<file path="src/rtl/decim_pkg.sv">
package decim_pkg;
  localparam int unsigned RATIO_W = 16;
  localparam int unsigned SYNC_STAGES = 2;

  typedef enum logic {
    ST_IDLE  = 1'b0,
    ST_COUNT = 1'b1
  } decim_state_e;
endpackage

</file>
<file path="src/rtl/decim_sync.sv">
module decim_sync #(
  parameter int unsigned WIDTH  = 1,
  parameter int unsigned STAGES = 2
) (
  input  logic             clk_i,
  input  logic             rst_ni,
  input  logic [WIDTH-1:0] d_i,
  output logic [WIDTH-1:0] q_o
);
  logic [WIDTH-1:0] chain_q [STAGES];

  for (genvar s = 0; s < STAGES; s++) begin : g_stage
    if (s == 0) begin : g_first
      always_ff @(posedge clk_i or negedge rst_ni) begin
        if (!rst_ni) chain_q[0] <= '0;
        else         chain_q[0] <= d_i;
      end
    end else begin : g_next
      always_ff @(posedge clk_i or negedge rst_ni) begin
        if (!rst_ni) chain_q[s] <= '0;
        else         chain_q[s] <= chain_q[s-1];
      end
    end
  end

  assign q_o = chain_q[STAGES-1];
endmodule

</file>
<file path="src/rtl/decim_edge.sv">
module decim_edge (
  input  logic clk_i,
  input  logic rst_ni,
  input  logic lvl_i,
  output logic rise_o
);
  logic prev_q;

  always_ff @(posedge clk_i or negedge rst_ni) begin
    if (!rst_ni) prev_q <= 1'b0;
    else         prev_q <= lvl_i;
  end

  assign rise_o = lvl_i & ~prev_q;
endmodule

</file>
<file path="src/rtl/decim_fsm.sv">
module decim_fsm
  import decim_pkg::*;
#(
  parameter int unsigned CNT_W = RATIO_W
) (
  input  logic             clk_i,
  input  logic             rst_ni,
  input  logic             arm_i,
  input  logic             evt_i,
  input  logic [CNT_W-1:0] ratio_i,
  output logic             busy_o,
  output logic [CNT_W-1:0] idx_o,
  output logic             done_o
);
  decim_state_e     state_q;
  logic [CNT_W-1:0] idx_q;
  logic [CNT_W-1:0] last_idx;
  logic             done_q;

  // ratios 0 and 1 both terminate on the first event
  assign last_idx = (ratio_i == '0) ? '0 : ratio_i - CNT_W'(1);

  always_ff @(posedge clk_i or negedge rst_ni) begin
    if (!rst_ni) begin
      state_q <= ST_IDLE;
      idx_q   <= '0;
      done_q  <= 1'b0;
    end else begin
      done_q <= 1'b0;
      unique case (state_q)
        ST_IDLE: begin
          idx_q <= '0;
          if (arm_i) state_q <= ST_COUNT;
        end
        ST_COUNT: begin
          if (evt_i) begin
            if (idx_q == last_idx) begin
              done_q  <= 1'b1;
              idx_q   <= '0;
              state_q <= ST_IDLE;
            end else begin
              idx_q <= idx_q + CNT_W'(1);
            end
          end
        end
        default: state_q <= ST_IDLE;
      endcase
    end
  end

  assign busy_o = (state_q == ST_COUNT);
  assign idx_o  = idx_q;
  assign done_o = done_q;
endmodule

</file>
<file path="src/rtl/decim_counter.sv">
module decim_counter
  import decim_pkg::*;
#(
  parameter int unsigned CNT_W  = RATIO_W,
  parameter int unsigned STAGES = SYNC_STAGES
) (
  input  logic             clk_i,
  input  logic             rst_ni,
  input  logic             strobe_i,
  input  logic             start_i,
  input  logic [CNT_W-1:0] ratio_i,
  output logic             done_o
);
  localparam int unsigned N_ASYNC = 2;

  logic [N_ASYNC-1:0] raw_in;
  logic [N_ASYNC-1:0] sync_in;
  logic               strobe_s;
  logic               arm_s;
  logic               evt;
  logic               busy;
  logic [CNT_W-1:0]   idx;

  assign raw_in   = {start_i, strobe_i};
  assign strobe_s = sync_in[0];
  assign arm_s    = sync_in[1];

  decim_sync #(
    .WIDTH (N_ASYNC),
    .STAGES(STAGES)
  ) u_sync (
    .clk_i (clk_i),
    .rst_ni(rst_ni),
    .d_i   (raw_in),
    .q_o   (sync_in)
  );

  decim_edge u_edge (
    .clk_i (clk_i),
    .rst_ni(rst_ni),
    .lvl_i (strobe_s),
    .rise_o(evt)
  );

  decim_fsm #(
    .CNT_W(CNT_W)
  ) u_fsm (
    .clk_i  (clk_i),
    .rst_ni (rst_ni),
    .arm_i  (arm_s),
    .evt_i  (evt),
    .ratio_i(ratio_i),
    .busy_o (busy),
    .idx_o  (idx),
    .done_o (done_o)
  );
endmodule

</file>
<file path="config.mk">
export PLATFORM = sky130hd
export DESIGN_NAME = decim_counter
export DESIGN_NICKNAME = d
export VERILOG_FILES = /design/src/rtl/decim_pkg.sv /design/src/rtl/decim_sync.sv /design/src/rtl/decim_edge.sv /design/src/rtl/decim_fsm.sv /design/src/rtl/decim_counter.sv
export SDC_FILE = /design/constraint.sdc
export NUM_CORES = 1
export LEC_CHECK = 0
export ABC_AREA = 1
export CAP_MARGIN = 10
export CELL_PAD_IN_SITES_DETAIL_PLACEMENT = 1
export CELL_PAD_IN_SITES_GLOBAL_PLACEMENT = 2
export CORE_MARGIN = 5
export CORE_UTILIZATION = 30
export CTS_CLUSTER_SIZE = 24
export DETAILED_ROUTE_END_ITERATION = 7
export MAX_ROUTING_LAYER = met4
export PLACE_DENSITY = 0.9
export SETUP_SLACK_MARGIN = 0.05
export SYNTH_ARGS = -nofsm -noshare
export SYNTH_HDL_FRONTEND = slang
export SYNTH_HIERARCHICAL = 1
export SYNTH_SLANG_ARGS = --single-unit
export TNS_END_PERCENT = 1
</file>
<file path="constraint.sdc">
create_clock -name clk_i -period 2.3 [get_ports clk_i]
set_input_delay 0.46 -clock clk_i [delete_from_list [all_inputs] [get_ports clk_i]]
set_output_delay 0.46 -clock clk_i [all_outputs]
set_load 0.1 [all_outputs]
</file>
After elaboration in Yosys (flattened, before gate mapping)
Cells that the tools add are included.

word-level totals
  register bits after elaboration = 23
  input port bits = 20
  word-level logic and storage cells = 25

cells by class
  add/subtract/negate cells = 2
  eq/ne operators = 2
  muxes and demuxes = 11
  bitwise operators = 3
  reductions and logical operators = 1

operators by type and width
  operator                 count
  $mux W16                 3
  $pmux W16 S2             1
  $add A16 B1 Y16 const B  1
  $eq A16 B16 Y1           1
  $logic_not A16 Y1        1
  $sub A16 B1 Y16 const B  1
  $mux W1                  6
  $ne A2 B2 Y1 const B     1
  $not A1 Y1               2
  $pmux W1 S2              1
  $and A1 B1 Y1            1

Depth between registers and ports, before layout
  depth in word-level cells = 6
  mapped depth = 17
  gate-level depth less buffers = 15

Cells and area by module
The synthesis kept the hierarchy.

by module, submodules not included
  module      instances  cells each  area each (sq um)  sequential area each (sq um)
  decim_fsm   1          354         1989.4             450.4
  decim_sync  1          6           115.1              100.1
  decim_edge  1          3           35.0               25.0

Worst setup path before layout
Ideal clock, no wire load.

  kind = input to register
  from = input ratio_i[0]
  to = register u_fsm.idx_q[11] (netlist: u_fsm/idx_o[11])
  setup time = 0.117 ns
  arrival = 2.040 ns
  required time = 2.183 ns
  setup slack = 0.143 ns
  stages on the path = 15
  buffers on the path = 2
  cell sequence = inv_1 -> ha_1 -> nand3_4 -> nor2_4 -> nand2_4 -> buf_6 -> nand3_1 -> nand2_1 -> nor2_2 -> nand4_1 -> nor2_2 -> nand3_4 -> buf_6 -> nand2_1 -> nand2_1

on the way
  cells in the longest elaborated chain, start to end = 6
  elaborated cells between the ends (all ways) = 7
  classes of those cells = add/sub: 1; eq/ne: 1; mux: 4; reduce/logical: 1

RTL lines
  element                                                      RTL line             source
  start: declaration                                           decim_counter.sv:11  input logic [CNT_W-1:0] ratio_i,
  $sub A16 B1 Y16 / $logic_not A16 Y1 (equally long branches)  decim_fsm.sv:21      assign last_idx = (ratio_i == '0) ? '0 : ratio_i - CNT_W'(1);
  $mux W16 *                                                   decim_fsm.sv:21
  $eq A16 B16 Y1 *                                             decim_fsm.sv:37      if (idx_q == last_idx) begin
  $mux W16 *                                                   decim_fsm.sv:37
  $mux W16 *                                                   decim_fsm.sv:36      if (evt_i) begin
  $pmux W16 S2 *                                               decim_fsm.sv:30      unique case (state_q)
  end signal: assignment                                       decim_fsm.sv:42      idx_q <= idx_q + CNT_W'(1);
  end: declaration                                             decim_fsm.sv:16      logic [CNT_W-1:0] idx_q;

Every way passes the cells marked *; elsewhere a longest branch is shown, timed or not. The select of a mux whose other input is x is not followed.
A chain may end at the register's enable or synchronous reset.

Worst setup path in the final report
  from = input ratio_i[11]
  to = register u_fsm.done_q (netlist: u_fsm/done_o)

on the way
  cells in the longest elaborated chain, start to end = 6
  elaborated cells between the ends (all ways) = 7
  classes of those cells = add/sub: 1; eq/ne: 1; mux: 4; reduce/logical: 1

RTL lines
  element                                                      RTL line         source
  $sub A16 B1 Y16 / $logic_not A16 Y1 (equally long branches)  decim_fsm.sv:21
  $mux W16 *                                                   decim_fsm.sv:21
  $eq A16 B16 Y1 *                                             decim_fsm.sv:37
  $mux W1 *                                                    decim_fsm.sv:37
  $mux W1 *                                                    decim_fsm.sv:36
  $mux W1 *                                                    decim_fsm.sv:30
  end signal: assignment                                       decim_fsm.sv:27  done_q <= 1'b0;
  end signal: assignment                                       decim_fsm.sv:29  done_q <= 1'b0;
  end signal: assignment                                       decim_fsm.sv:38  done_q <= 1'b1;
  end: declaration                                             decim_fsm.sv:18  logic done_q;

Every way passes the cells marked *; elsewhere a longest branch is shown, timed or not.

==> results.ini <==
[placement]
place_ws_ns=-0.505
io_buffers=20
gp_congestion=0.881
dp_hpwl_microns=5570
placed_cell_area_sq_um=2730

[cts]
htreeDepth=1
worst_skew_pair.late_latency_ns=0.27
clkTransAtPathRegs_ns=0.09
clock_sinks=23
cts.path.max_buffers=2
cts_tree=yes
cts.root.buffer_cell=clkbuf_8
cts_inserted_buffers=3

[hold_path]
worstHoldEndpoint=u_sync/q_o[1]
whs_path_depth=0
hold_class=register to register
hold_start=u_sync/chain_q[3]

[floorplan]
start_util_pct=31.1
fp.dieH_microns=94.5
dieArea_sq_um=8920
io_pins=21
row_count=30
fp.dieW_microns=94.5
core_area_sq_um=6870

[synth]
netlist_instances=363
yosysMostFrequentCell=nand2_1
synth_edf_count=0
synth_area_leaders=dfrtp_1 27%, nand2_1 25%, nand3_1 7.7%, nor2_1 7.7%, inv_1 6.8%
synth_top_area_share_pct=26.9
synth_area_sq_um=2140
yosysTopAreaCell=dfrtp_1
synth-async-reset-ratio_pct=100
synth_commonest_cells=143 x nand2_1, 44 x nor2_1, 39 x inv_1
seq_area_frac_synth_pct=26.9
ys_warn_count=6
synth_ff_type=dfrtp_1
ys_ff_latch=23
synth_nets=385
syn_avg_cell_area_sq_um=5.89
synth.distinct_cells=28

[worst_setup_path]
r2r-start=u_fsm/idx_o[2]
critPathMaxFanout=9
worstReg2RegEnd=u_fsm/idx_o[13]
cp-end-kind=register
startpoint_type=input port
reg2reg_depth=12
arrival_ns=2.36
crit_required_ns=2.48
r2r_slack_ns=0.30
path_class=input port to register

[detailed_routing]
drt_pass1_iterations=4
antenna_left=0
wirelength_microns=7810
drc=0
wl_per_cell_microns=14.6
drtIter0Drc=66
viasPerCell=4.88
vias=2606

[power]
powerDensity_nw_per_um2=490
irDropWorstVdd_uv=278
p_leak_uw=0.00151

[timing]
skew_ns=0.00692
hold_ws_ns=0.356
slew-limit-headroom_pct=70.5
rsz0062_at_grt=true
fin_crit_sh_pct=94.9
setup_viol=0
period_minus_slack_ns=2.18
setup_ws_ns=0.117
fmax_ghz=0.458
hold_viol_final=0
final_max_slew_viol_count=0
worstMarginPinSlew_ns=0.442

[finish]
fin_util_pct=45.3
fillers=938
area_growth_pct=45.4
drive_gt1_share_pct=29.5
fin_nets=461
diodes=0
finish.instance_area_sq_um=3110

[run]
cap_violations=0

[global_routing]
gr-usage-all-layers_pct=18.6
grt_pass1_wl_microns=12900
grt_max_degree=24
antenna_found_initial=0
grt_overflow=0
grt_pass1_vias=2764

[status]
status=finished clean

==> cells by family after synthesis <==
kind of cell,count (synthesis),synth area share [%]
compound gates,21,5.38
buf+inv,52,10.6
flops,23,26.9
fa+ha+maj,2,1.17
simple gates,262,54.7
xor+xnor,3,1.23
==> per-stage QoR <==
stage / power [uW] / instances / setup TNS (ns)
CTS: 1480 / 531 / 0
global route: 1650 / 534 / 0
detailed placement: 1160 / 514 / -8.75
floorplan: 922 / 363 / 0
global placement: 1140 / 514 / -7.64
finish: 1530 / 534 / 0
==> final cells by class <==
type                            count  area (sq um)  share of cell area, %
Tap cell                           96           120                   3.86
Sequential cell                    23           579                   18.6
Timing Repair Buffer               79           664                   21.4
Inverter                           41           156                   5.03
Clock inverter                      1          5.00                  0.161
Clock buffer                        3          41.3                   1.33
Multi-Input combinational cell    291          1550                   49.7
==> critical path, stage by stage <==
cell,delay (ns)
dlygate4sd2_1,0.23
nor2_2,0.06
nand2_2,0.07
nor2_4,0.05
buf_12,0.13
buf_4,0.15
nand2_8,0.10
nand2_1,0.05
nand2_1,0.07
nand2_2,0.07
nor2_4,0.13
buf_6,0.10
buf_4,0.10
nand2_2,0.05
nor2_2,0.11
nand4_1,0.17
nor3_2,0.25
==> where the power goes <==
group	switching (uW)	leakage (uW)	internal (uW)
clock	130	0.0000255	121
sequential	118	0.000285	480
combinational	388	0.00120	288
==> registers in the layout, summed over array words and instances, names as in the netlist <==
name            cells
u_edge/prev_q       1
u_fsm/idx_o        16
u_fsm/done_o        1
u_fsm/busy_o        1
u_sync/chain_q      2
u_sync/q_o          2
==> worst max-delay path by stage <==
stage	startpoint	end	slack [ns]
floorplan	ratio_i[0]	u_fsm/idx_o[11]	0.14
global placement	ratio_i[1]	u_fsm/idx_o[11]	-0.44
detailed placement	ratio_i[0]	u_fsm/idx_o[14]	-0.50
CTS	ratio_i[1]	u_fsm/idx_o[13]	0.12
global route	ratio_i[3]	u_fsm/idx_o[8]	0.009
finish	ratio_i[11]	u_fsm/done_o	0.12
==> routing by layer <==
layer | track usage (%) | vias to the layer above | part of all wire, %
li1 | - | 1310 | -
met1 | 22.3 | 1248 | 44
met2 | 32.8 | 34 | 51
met3 | 1.27 | 14 | 2.4
met4 | 7.09 | 0 | 2.3
met5 | - | - | 0
==> cell usage in the layout, fill, tap and decap left out, drive strengths merged, types with 3 or more instances in the layout <==
cell	count
buf	60
a21oi	8
dfrtp	23
clkdlybuf4s50	3
dlygate4sd2	5
inv	41
xor2	3
nand2	146
clkbuf	10
nand3	36
clkdlybuf4s15	4
nor3	6
nor2	55
nand4	17
o21ai	9
==> timing repair <==
item / 4_1_cts / 5_1_grt
buffers inserted: 10 / 3
hold buffers: 0 / 0
resized for setup: 48 / 40
endpoints found under the setup margin: 18 / 18
gates cloned: 3 / 0
pin swaps: 24 / 26
No activity file was read; power rests on OpenSTA's default activity.
